===== src/rtl/tpg_pkg.sv =====
package tpg_pkg;
    typedef enum logic [3:0] {
        MODE_LIVE  = 4'd0,
        MODE_MID   = 4'd1,
        MODE_PFS   = 4'd2,
        MODE_NFS   = 4'd3,
        MODE_CHECK = 4'd4,
        MODE_ONES  = 4'd7,
        MODE_USER  = 4'd8,
        MODE_RAMP  = 4'd10
    } tmode_e;

    // DDR playback supports only the odd-numbered words, so the depth is limited
    function automatic logic ddr_depth_ok(input logic [2:0] depth, input int npat);
        return int'(depth) <= (npat / 2 - 1);
    endfunction
endpackage


===== src/rtl/tpg_regs.sv =====
module tpg_regs #(
    parameter int W         = 16,
    parameter int NPAT      = 8,
    parameter int ADDR_W    = 8,
    parameter int CTRL_ADDR = 'hC0
) (
    input  logic                      clk,
    input  logic                      rst_n,
    input  logic                      wr_en,
    input  logic [ADDR_W-1:0]         wr_addr,
    input  logic [7:0]                wr_data,
    output logic [7:0]                ctrl,
    output logic [NPAT-1:0][W-1:0]    pats,
    output logic                      ctrl_wr
);
    localparam int NBYTE = W / 8;

    typedef struct packed {
        logic [7:0]             ctrl;
        logic [NPAT-1:0][W-1:0] pat;
    } regs_t;

    regs_t r_d, r_q;

    always_comb begin
        r_d     = r_q;
        ctrl_wr = wr_en && (wr_addr == ADDR_W'(CTRL_ADDR));
        if (ctrl_wr) begin
            r_d.ctrl = wr_data;
        end
        for (int k = 0; k < NPAT; k++) begin
            for (int b = 0; b < NBYTE; b++) begin
                if (wr_en && (wr_addr == ADDR_W'(CTRL_ADDR + 1 + k * NBYTE + b))) begin
                    r_d.pat[k][b*8 +: 8] = wr_data;
                end
            end
        end
    end

    always_ff @(posedge clk or negedge rst_n) begin
        if (!rst_n) begin
            r_q <= '0;
        end else begin
            r_q <= r_d;
        end
    end

    assign ctrl = r_q.ctrl;
    assign pats = r_q.pat;
endmodule


===== src/rtl/tpg_seq.sv =====
module tpg_seq #(
    parameter int W     = 16,
    parameter int RES   = 12,
    parameter int NPAT  = 8,
    parameter int IDX_W = 3
) (
    input  logic             clk,
    input  logic             rst_n,
    input  logic             restart,
    input  logic             smp_en,
    input  logic             hold,
    input  logic             ddr_sel,
    input  logic [3:0]       mode,
    input  logic [2:0]       depth,
    output logic [IDX_W-1:0] idx,
    output logic             phase,
    output logic [W-1:0]     ramp
);
    import tpg_pkg::*;

    localparam logic [W-1:0] STEP = W'(1) << (W - RES);

    typedef struct packed {
        logic [IDX_W-1:0] idx;
        logic             phase;
        logic [W-1:0]     ramp;
    } seq_t;

    seq_t s_d, s_q;
    logic [IDX_W:0] dep_w;
    logic [IDX_W:0] ddr_last;

    always_comb begin
        s_d      = s_q;
        dep_w    = (IDX_W + 1)'(depth);
        ddr_last = dep_w << 1;
        if (restart) begin
            s_d = '0;
        end else if (smp_en && !hold) begin
            case (mode)
                MODE_CHECK, MODE_ONES: begin
                    if (!ddr_sel) begin
                        s_d.phase = ~s_q.phase;
                    end
                end
                MODE_USER: begin
                    if (!ddr_sel) begin
                        s_d.idx = ({1'b0, s_q.idx} >= dep_w) ? '0 : s_q.idx + IDX_W'(1);
                    end else if (ddr_depth_ok(depth, NPAT)) begin
                        s_d.idx = ({1'b0, s_q.idx} >= ddr_last) ? '0 : s_q.idx + IDX_W'(2);
                    end
                end
                MODE_RAMP: begin
                    s_d.ramp = s_q.ramp + STEP;
                end
                default: ;
            endcase
        end
    end

    always_ff @(posedge clk or negedge rst_n) begin
        if (!rst_n) begin
            s_q <= '0;
        end else begin
            s_q <= s_d;
        end
    end

    assign idx   = s_q.idx;
    assign phase = s_q.phase;
    assign ramp  = s_q.ramp;
endmodule


===== src/rtl/tpg_mux.sv =====
module tpg_mux #(
    parameter int W     = 16,
    parameter int RES   = 12,
    parameter int NPAT  = 8,
    parameter int IDX_W = 3
) (
    input  logic [3:0]             mode,
    input  logic [2:0]             depth,
    input  logic                   ddr_sel,
    input  logic                   cal_busy,
    input  logic [IDX_W-1:0]       idx,
    input  logic                   phase,
    input  logic [W-1:0]           ramp,
    input  logic [NPAT-1:0][W-1:0] pats,
    input  logic [W-1:0]           live,
    output logic [W-1:0]           word
);
    import tpg_pkg::*;

    localparam logic [W-1:0] LSB_MASK = (W'(1) << (W - RES)) - W'(1);
    localparam logic [W-1:0] MID_WORD = W'(1) << (W - 1);
    localparam logic [W-1:0] PFS_WORD = ~LSB_MASK;
    localparam logic [W-1:0] CAL_WORD = {(W/4){4'b1100}};
    localparam logic [W-1:0] ALT_A    = {(W/2){2'b10}};

    logic [IDX_W-1:0] ddr_idx;

    always_comb begin
        ddr_idx = {idx[IDX_W-1:1], 1'b0};
        word    = live;
        if (cal_busy) begin
            word = CAL_WORD;
        end else begin
            case (mode)
                MODE_MID: word = MID_WORD;
                MODE_PFS: word = PFS_WORD;
                MODE_NFS: word = '0;
                MODE_CHECK: begin
                    if (!ddr_sel) word = phase ? ~ALT_A : ALT_A;
                end
                MODE_ONES: begin
                    if (!ddr_sel) word = phase ? '0 : '1;
                end
                MODE_USER: begin
                    if (!ddr_sel) begin
                        word = pats[idx];
                    end else if (ddr_depth_ok(depth, NPAT)) begin
                        word = pats[ddr_idx];
                    end
                end
                MODE_RAMP: word = ramp;
                default: word = live;
            endcase
        end
    end
endmodule


===== src/rtl/adc_test_pattern.sv =====
module adc_test_pattern #(
    parameter int W         = 16,
    parameter int RES       = 12,
    parameter int NPAT      = 8,
    parameter int ADDR_W    = 8,
    parameter int CTRL_ADDR = 'hC0
) (
    input  logic              clk,
    input  logic              rst_n,
    input  logic              wr_en,
    input  logic [ADDR_W-1:0] wr_addr,
    input  logic [7:0]        wr_data,
    input  logic              ddr_sel,
    input  logic              cal_busy,
    input  logic              smp_en,
    input  logic [W-1:0]      live_data,
    output logic [W-1:0]      pat_out
);
    localparam int IDX_W = $clog2(NPAT);

    logic [7:0]             ctrl_byte;
    logic [NPAT-1:0][W-1:0] pat_bank;
    logic                   ctrl_wr;
    logic [IDX_W-1:0]       seq_idx;
    logic                   seq_phase;
    logic [W-1:0]           ramp_val;
    logic [W-1:0]           mux_word;

    typedef struct packed {
        logic [W-1:0] word;
    } out_t;

    out_t o_d, o_q;

    tpg_regs #(.W(W), .NPAT(NPAT), .ADDR_W(ADDR_W), .CTRL_ADDR(CTRL_ADDR)) i_regs (
        .clk     (clk),
        .rst_n   (rst_n),
        .wr_en   (wr_en),
        .wr_addr (wr_addr),
        .wr_data (wr_data),
        .ctrl    (ctrl_byte),
        .pats    (pat_bank),
        .ctrl_wr (ctrl_wr)
    );

    tpg_seq #(.W(W), .RES(RES), .NPAT(NPAT), .IDX_W(IDX_W)) i_seq (
        .clk     (clk),
        .rst_n   (rst_n),
        .restart (ctrl_wr),
        .smp_en  (smp_en),
        .hold    (cal_busy),
        .ddr_sel (ddr_sel),
        .mode    (ctrl_byte[7:4]),
        .depth   (ctrl_byte[2:0]),
        .idx     (seq_idx),
        .phase   (seq_phase),
        .ramp    (ramp_val)
    );

    tpg_mux #(.W(W), .RES(RES), .NPAT(NPAT), .IDX_W(IDX_W)) i_mux (
        .mode     (ctrl_byte[7:4]),
        .depth    (ctrl_byte[2:0]),
        .ddr_sel  (ddr_sel),
        .cal_busy (cal_busy),
        .idx      (seq_idx),
        .phase    (seq_phase),
        .ramp     (ramp_val),
        .pats     (pat_bank),
        .live     (live_data),
        .word     (mux_word)
    );

    always_comb begin
        o_d = o_q;
        if (smp_en) begin
            o_d.word = mux_word;
        end
    end

    always_ff @(posedge clk or negedge rst_n) begin
        if (!rst_n) begin
            o_q <= '0;
        end else begin
            o_q <= o_d;
        end
    end

    assign pat_out = o_q.word;
endmodule


===== config.mk =====
export PLATFORM = sky130hd
export DESIGN_NAME = adc_test_pattern
export DESIGN_NICKNAME = d
export VERILOG_FILES = /design/src/rtl/tpg_pkg.sv /design/src/rtl/tpg_regs.sv /design/src/rtl/tpg_seq.sv /design/src/rtl/tpg_mux.sv /design/src/rtl/adc_test_pattern.sv
export SDC_FILE = /design/constraint.sdc
export NUM_CORES = 1
export LEC_CHECK = 0
export ABC_AREA = 1
export BUFFER_PORTS_ARGS = -buffer_cell sky130_fd_sc_hd__buf_4
export CORE_MARGIN = 2
export CORE_UTILIZATION = 50
export DETAILED_ROUTE_END_ITERATION = 10
export PLACE_DENSITY = 0.68
export SLEW_MARGIN = 20
export SYNTH_ARGS = -nofsm -noshare
export SYNTH_HDL_FRONTEND = slang
export SYNTH_SLANG_ARGS = --single-unit

===== constraint.sdc =====
create_clock -name clk -period 2.1 [get_ports clk]
set_input_delay 0.42 -clock clk [delete_from_list [all_inputs] [get_ports clk]]
set_output_delay 0.42 -clock clk [all_outputs]
set_load 0.02 [all_outputs]

* Word level (Yosys, flattened, before mapping)
Index checks and enable logic that the tools add are counted.
Storage, ports and cells: word-level logic and storage cells 105, memory bits (read-only) 0, bits in latches 0, bits in writable memories 0, flip-flop bits (word level) 172, output and inout bits 16, memories 0, input port bits 38
Cells by class: add/sub/neg operators 3, mux-type cells 22, multiply operators 0, bitwise gates (word level) 1, eq/ne operators 26, order comparisons 5, shift-type cells 0, reduce and logical (&&, ||, !) cells 27, divide/modulo/power cells 0
Operators with widths (count):
- $mux W16 | 10
- $eq A8 B8 Y1 const B | 17
- $pmux W16 S7 | 1
- $bmux W16 S3 | 1
- $mux W20 | 2
- $bmux W16 S2 | 1
- $logic_and A1 B1 Y1 | 18
- $add A16 B5 Y16 const B | 1
- $mux W3 | 5
- $eq A4 B2 Y1 const B | 2
- $eq A4 B3 Y1 const B | 2
- $eq A4 B4 Y1 const B | 2
- $lt A3 B4 Y1 const B | 2
- $reduce_bool A2 Y1 | 4
- $reduce_and A3 Y1 | 2
- $eq A4 B1 Y1 const B | 1
- $ge A3 B4 Y1 | 1
- $add A3 B1 Y3 const B | 1
- $add A3 B2 Y3 const B | 1
- $ge A3 B3 Y1 | 1
- $le A3 B2 Y1 const B | 1
- $ne A3 B1 Y1 const B | 1
- $mux W1 | 2
- $ne A2 B1 Y1 const B | 1
- other kinds (4) | 4

* Logic depth before layout (Yosys ltp)
Gate-level depths: netlist of the first run.
word-level depth 7, mapped depth 13, gate-level depth less buffers 11

* Modules after synthesis
Synthesis of the first run repeated with hierarchy kept, for this count alone.
Second synthesis, totals: cells, all modules 1347, area total of the unflattened synthesis 9450.3 sq um
By module, submodules not included:
- tpg_regs | area an instance 5499.0 sq um, seq. area each 3403.3 sq um, instances 1, cells an instance 630
- tpg_mux | area an instance 2065.7 sq um, seq. area each 0.0 sq um, instances 1, cells an instance 462
- tpg_seq | area an instance 1241.2 sq um, seq. area each 400.4 sq um, instances 1, cells an instance 187
- adc_test_pattern | area an instance 644.4 sq um, seq. area each 400.4 sq um, instances 1, cells an instance 68

* Least setup slack after synthesis of the first run
OpenSTA, ideal clock, no wires.
path type flip-flop to flip-flop, start point reg i_seq.s_q, in the netlist i_seq.idx[1], end point reg i_seq.s_q, in the netlist i_seq.idx[0], slack 368 ps, data arrival time 1612 ps, required time 1980 ps, buffers on the path 3, period minus slack after synthesis 1732 ps, cell stages (with the launch flop) 14, library setup time 120 ps, path through dfrtp_1 -> clkbuf_1 -> inv_1 -> buf_2 -> buf_2 -> ha_1 -> nand2_1 -> nand2_1 -> nand2_1 -> nand3_1 -> nand2_1 -> o21ai_0 -> o21ai_0 -> inv_1
Between the ends: longest elaborated chain between the ends 7, elaborated cells on any way between the ends 9, classes of those cells 2 x order compare; 7 x mux
RTL lines:
- start: declaration | RTL line tpg_seq.sv:29 | seq_t s_d, s_q;
- start signal: assignment | RTL line tpg_seq.sv:63 | s_q <= '0;
- start signal: assignment | RTL line tpg_seq.sv:65 | s_q <= s_d;
- $ge A3 B4 Y1 | RTL line tpg_seq.sv:50 | s_d.idx = ({1'b0, s_q.idx} >= ddr_last) ? '0 : s_q.idx + IDX_W'(2);
- $mux W3 | RTL line tpg_seq.sv:50
- $mux W3 | RTL line tpg_seq.sv:49 | end else if (ddr_depth_ok(depth, NPAT)) begin
- $mux W3 * | RTL line tpg_seq.sv:47 | if (!ddr_sel) begin
- $mux W3 * | RTL line tpg_seq.sv:40 | case (mode)
- $mux W20 * | RTL line tpg_seq.sv:39 | end else if (smp_en && !hold) begin
- $mux W20 * | RTL line tpg_seq.sv:37 | if (restart) begin
Mark *: on every way between the ends. The rest lies on a longest branch, timed or not. The select of a mux whose other input is x is not followed. A chain may end at the register's enable or synchronous reset.

* Worst setup path after layout of the first run
start point reg i_regs.r_q, in the netlist i_regs.ctrl[7], end point reg i_seq.s_q, in the netlist i_seq.idx[1]
Between the ends: longest elaborated chain between the ends 3
RTL lines:
- start: declaration | RTL line tpg_regs.sv:23 | regs_t r_d, r_q;
- start signal: assignment | RTL line tpg_regs.sv:44 | r_q <= r_d;
- $eq A4 B4 Y1 | RTL line tpg_seq.sv:40
- $reduce_bool A2 Y1 (no source line)
- $reduce_and A3 Y1 (no source line)
Every way passes these cells.

==> results of run 1 <==
## flip-flops by register name, summed over array words and instances, names as in the netlist
register / cells
i_regs.pats: 128
pat_out: 16
i_seq.ramp: 12
i_regs.ctrl: 7
i_seq.idx: 3
i_seq.phase: 1
## area by class of cell
type | count | area, sq um | share of cell area, %
clock buffer | 19 | 443 | 4.53
sequential | 167 | 4180 | 42.8
clock inverter | 12 | 154 | 1.58
tap | 220 | 275 | 2.82
timing repair buffer | 86 | 727 | 7.44
multi-input combinational | 832 | 3730 | 38.2
inverter | 68 | 255 | 2.61
## worst register-to-register path: stages (launching register included)
cell,delay (ns)
dfrtp_1,0.37
inv_1,0.06
nor2_1,0.18
nand2_1,0.31
nor4_1,0.59
nand3_1,0.13
nand2_1,0.09
## synthesized netlist by cell type (2+ instances only)
master    number
clkbuf_1      32
inv_1         66
dfrtp_1      167
nand3_1      109
o211ai_1       7
nand4_1       12
nor3_1         5
o21ai_1       10
a21oi_1       46
o21ai_0      149
ha_1           7
nand2_1      406
buf_1          2
nor2_1        63
or2_2          2
buf_2         26
xor2_1         3
buf_4          2
nor3_2         2
## layer usage
metal | vias up | GRT usage, % | share of wire (%)
met5 | - | 0 | 0
met4 | 0 | 9.04 | 2.0
met3 | 36 | 4.72 | 6.5
met2 | 256 | 42.1 | 45
met1 | 3549 | 39.0 | 47
li1 | 3763 | - | -
## cell families after synthesis
logic type | share of synthesized area [%]
XOR/XNOR | 0.415
AND/OR/NAND/NOR | 29.6
buffers and inverters | 6.26
adder cells (fa/ha/maj) | 1.04
flip-flops | 49.5
AO/OA/AOI/OAI | 13.1
## power breakdown
part           switching [mW]  total (mW)  internal, mW
clock network            1.30        3.19          1.89
logic                   0.613       0.947         0.334
registers               0.134        3.55          3.41
total                    2.05        7.69          5.64
## through the flow
| stage | hold slack, ns | power, mW | instances | worst slack [ns] | utilization, % |
|---|---|---|---|---|---|
| 2_1_floorplan | 0.124 | 4.13 | 1129 | 0.368 | - |
| 3_3_place_gp | 0.369 | 4.52 | 1372 | 0.108 | 55.4 |
| 3_5_place_dp | 0.375 | 4.54 | 1372 | 0.0740 | 55.4 |
| 4_1_cts | 0.190 | 7.73 | 1404 | 0.280 | 59.1 |
| 5_1_grt | 0.207 | 8.01 | 1404 | 0.198 | 59.1 |
| 6_report | 0.201 | 7.69 | 1404 | 0.282 | 59.1 |
## final timing paths
check	from	end
min	wr_data[7]	i_regs.ctrl[7]
max in group asynchronous	rst_n	i_regs.pats[95]
min reg2reg	i_regs.pats[60]	i_regs.pats[60]
max	i_regs.ctrl[7]	i_seq.idx[1]
min in group asynchronous	rst_n	i_regs.ctrl[1]
max reg2reg	i_regs.ctrl[7]	i_seq.idx[1]
## what timing repair did
action,4_1_cts,5_1_grt
resized for setup,0,0
hold buffers,1,0
buffers inserted,0,0
endpoints found under the hold margin,39,0
==> flow_summary.toml, run 1 <==
[route]
final_antenna_net_count = 0
initialDrtViolationCount = 656
vias = 7604
vias_per_cell = 5.42
wl_per_cell_um = 16.3
drc_errors = 0
drt_wl_total_mm = 22.8
firstDrtPassIters = 6

[synth]
synth_top_area_share_pct = 49.5
synth_edf_count = 0
synthFlopType = "dfrtp_1"
syn_avg_cell_area_sq_um = 7.48
yosys-top-cells-area = "dfrtp_1, nand2_1, o21ai_0"
synth_largest_area_cell = "dfrtp_1"
synthArstFlopShare_pct = 100
synth_cells = 1129
ys_seq_area_share_pct = 49.5
syn_area_sq_mm = 0.00844
yosysWarnings = 0
ys_types = 32
syn_nets = 1174
synth_seq_cells = 167

[floorplan]
chipWidth_um = 134
num_io_pins = 54
core_region_area_sq_mm = 0.0165
die_area_sq_mm = 0.0179
initial_utilization_pct = 51.1
die_h_um = 134
rows = 47

[power_and_ir_drop]
power.leakage_nw = 4.59
power.density_mw_per_mm2 = 787
vdd_drop_max_v = 0.000597

[setup_path]
cp_cell_sequence = "inv_1 > nor2_1 > nand2_1 > nor4_1 > nand3_1 > nand2_1"
arrival_ns = 2.18
crit_path_frequent_cell = "nand2_1"
start_kind = "flip-flop"
path_max_fanout = 13
rr_worst_depth = 6
path_class = "flip-flop to flip-flop"
worstSetupPathDepth = 6
cp_top_family = "simple AND/OR/NAND/NOR gates"
worst-path-buf-inv = 1
ff2ff_setup_slack_ns = 0.28
critPathMaxStageDelay_ns = 0.59
cp.required_ns = 2.46
end_kind = "flip-flop"
cpMaxStageDelayCell = "nor4_1"

[timing]
hold_violations = 0
slew_viol_final = 0
setup_viol = 0
fin_skew_ns = 0.00737
period_needed_ns = 1.82
max_freq_mhz = 550
worst_pin_slew_ns = 0.731
maxSlewHeadroom_pct = 51.2
rsz0062_at_grt = "no"
setup-tns-final_ns = 0
min_period_over_period_pct = 86.6

[layout]
layout_commonest_cell = "nand2_1"
most-common-layout-cells = "nand2_1, dfrtp_1, o21ai_0"
syn2layout_area_growth_pct = 15.7
final_area_sq_mm = 0.00977
num_antenna_cells = 0
fillers = 1545
nets = 1217
drive_above_1_share_pct = 10.7

[clocking]
cts_sinks = 167
cts_tree = "yes"
clk_latency_ns = 0.43
cts.path.max_buffers = 2
clk_pin_slew_ns = 0.07
cts-htree-levels = 4
cts-root-buf = "clkbuf_16"
cts_buffers = 17

[global_routing]
grt_pass1_wl_mm = 38.1
grt_pass1_vias = 7157
gr-total-overflow = 0
grt_max_degree = 69
antenna_found_initial = 0
grt_usage_pct = 27.2

[placement]
dp_hpwl_mm = 15.2
place_area_sq_mm = 0.00916
gp_congestion = 0.952
port_buffers = 53

[min_path]
holdCritPathClass = "input port to flip-flop"
hold_depth = 3

[flow_run]
max-cap-violations = 0

[status]
status = "finished clean"
Note: power is estimated with default switching activity, not from simulation.
==> inputs of run 2 (changes only) <==
--- a/config.mk
+++ b/config.mk
@@ -6,11 +6,10 @@
 export NUM_CORES = 1
 export LEC_CHECK = 0
 export ABC_AREA = 1
-export BUFFER_PORTS_ARGS = -buffer_cell sky130_fd_sc_hd__buf_4
 export CORE_MARGIN = 2
-export CORE_UTILIZATION = 50
+export CORE_UTILIZATION = 42
 export DETAILED_ROUTE_END_ITERATION = 10
-export PLACE_DENSITY = 0.68
+export DONT_BUFFER_PORTS = 1
 export SLEW_MARGIN = 20
 export SYNTH_ARGS = -nofsm -noshare
 export SYNTH_HDL_FRONTEND = slang
==> run 2 against run 1 <==
Net effect: the run now ends with negative hold slack left; highest routed layer unchanged; global-route usage fell by 3.9 points; sequential power about the same; register-to-register slack improved by 0.03 ns; sequential share of layout area up 1.8 points; clock-buffer cell count down 1; critical path depth shrank 1; largest cell class unchanged; routed wire length increased by 4.8%.
==> flow_summary.toml, run 2 (synthesized netlist as in run 1, its figures left out) <==
[layout]
layout_commonest_cell = "nand2_1"
final_area_sq_mm = 0.00937
drive_above_1_share_pct = 6.22
largest_reg_flops = 128
most-common-layout-cells = "nand2_1, dfrtp_1, o21ai_0"
syn2layout_area_growth_pct = 11.1
num_antenna_cells = 0
nets = 1157
fin_util_pct = 47.9

[setup_path]
timing.rr.start = "i_regs.ctrl[6]"
path_class = "flip-flop to flip-flop"
path_max_fanout = 16
r2r_end = "i_seq.idx[2]"
rr_worst_depth = 5
crit_path_frequent_cell = "nand2_1"
cp.required_ns = 2.46
arrival_ns = 2.15
cpMaxStageDelayCell = "nor4_1"
start_kind = "flip-flop"
cp_cell_sequence = "nor2_1 > nand2_1 > nor4_1 > nand3_1 > nand2_1"
ff2ff_setup_slack_ns = 0.31
end_kind = "flip-flop"
critPathMaxStageDelay_ns = 0.49

[timing]
hold_violations = 167
worst_pin_slew_ns = 0.727
maxSlewHeadroom_pct = 51.5
setup-tns-final_ns = 0
whs_ns = -0.328
period_needed_ns = 1.79
slew_viol_final = 0
max_freq_mhz = 559
min_period_over_period_pct = 85.1
fin_skew_ns = 0.00969
rsz0062_at_grt = "no"
setup_viol = 0

[floorplan]
core_region_area_sq_mm = 0.0196
die_area_sq_mm = 0.0212
chipWidth_um = 146
num_io_pins = 54
rows = 51
die_h_um = 146
initial_utilization_pct = 43.1

[placement]
dp_hpwl_mm = 15.8
place_area_sq_mm = 0.00875
gp_congestion = 0.920
port_buffers = 0

[status]
violations = "negative hold slack"
status = "finished, violations left"

[route]
final_antenna_net_count = 0
drt_wl_total_mm = 23.9
initialDrtViolationCount = 716
vias_per_cell = 5.31
firstDrtPassIters = 6
wl_per_cell_um = 17.2
vias = 7382
drc_errors = 0

[global_routing]
grt_usage_pct = 23.2
grt_max_degree = 168
gr-total-overflow = 0
grt_pass1_vias = 6814
antenna_found_initial = 0
grt_pass1_wl_mm = 38.9

[clocking]
cts_tree = "yes"
cts_setup_buffers = 0
cts.path.max_buffers = 2
cts-htree-levels = 4
clk_pin_slew_ns = 0.07
cts_sinks = 167
cts_buffers = 17
cts-root-buf = "clkbuf_16"
cts_resized = 0
clk_latency_ns = 0.44

[power_and_ir_drop]
power.leakage_nw = 4.32
power.density_mw_per_mm2 = 821
vdd_drop_max_v = 0.000511

[flow_run]
max-cap-violations = 0

[min_path]
holdCritPathClass = "input port to asynchronous set/reset pin"
[run 2: how the worst max path moves through the flow]
stage | slack (ns) | cells after the start | to | start
detailed placement | 0.23 | 8 | i_seq.ramp[12] | wr_addr[6]
finish | 0.31 | 5 | i_seq.idx[2] | i_regs.ctrl[6]
CTS | 0.34 | 5 | i_seq.idx[2] | i_regs.ctrl[6]
global placement | 0.25 | 9 | i_seq.ramp[8] | wr_addr[6]
global route | 0.08 | 6 | i_seq.idx[2] | i_regs.ctrl[7]
floorplan | 0.37 | 13 | i_seq.idx[0] | i_seq.idx[1]
[run 2: final cells by class]
class                   count  area, sq um
inverters                  68          255
multi-input cells         832         3730
flip-flops and latches    167         4180
clock inverters            14          189
well taps                 265          332
clock buffers              18          439
repair buffers             26          245
fillers                  1975        10200
[run 2: stage by stage]
stage	total power, mW	setup WS, ns	hold WS, ns	std cells
3_3_place_gp	4.35	0.253	0.134	1358
2_1_floorplan	4.13	0.368	0.124	1129
4_1_cts	7.75	0.339	-0.333	1390
6_report	7.69	0.313	-0.328	1390
3_5_place_dp	4.36	0.232	0.135	1358
5_1_grt	8.02	0.0806	-0.346	1390
[run 2: per-layer routing]
metal	track usage [%]	part of all wire (%)	routed length, um	up-vias
met4	6.57	1.6	389	0
met1	33.5	47	11300	3503
met3	5.58	6.8	1610	26
met5	0	0	0	-
met2	35.0	44	10600	209
li1	-	-	-	3644
[run 2: report_power, final]
group	total [mW]	internal (mW)	switching, mW
logic	0.733	0.247	0.487
clock network	3.38	1.94	1.44
registers	3.58	3.41	0.169
total	7.69	5.60	2.10
[run 2: worst max-delay path: cells and delay by family (launching register included)]
family           cells  cell delay, ns
and+or+nand+nor      5            1.30
DFF                  1            0.40
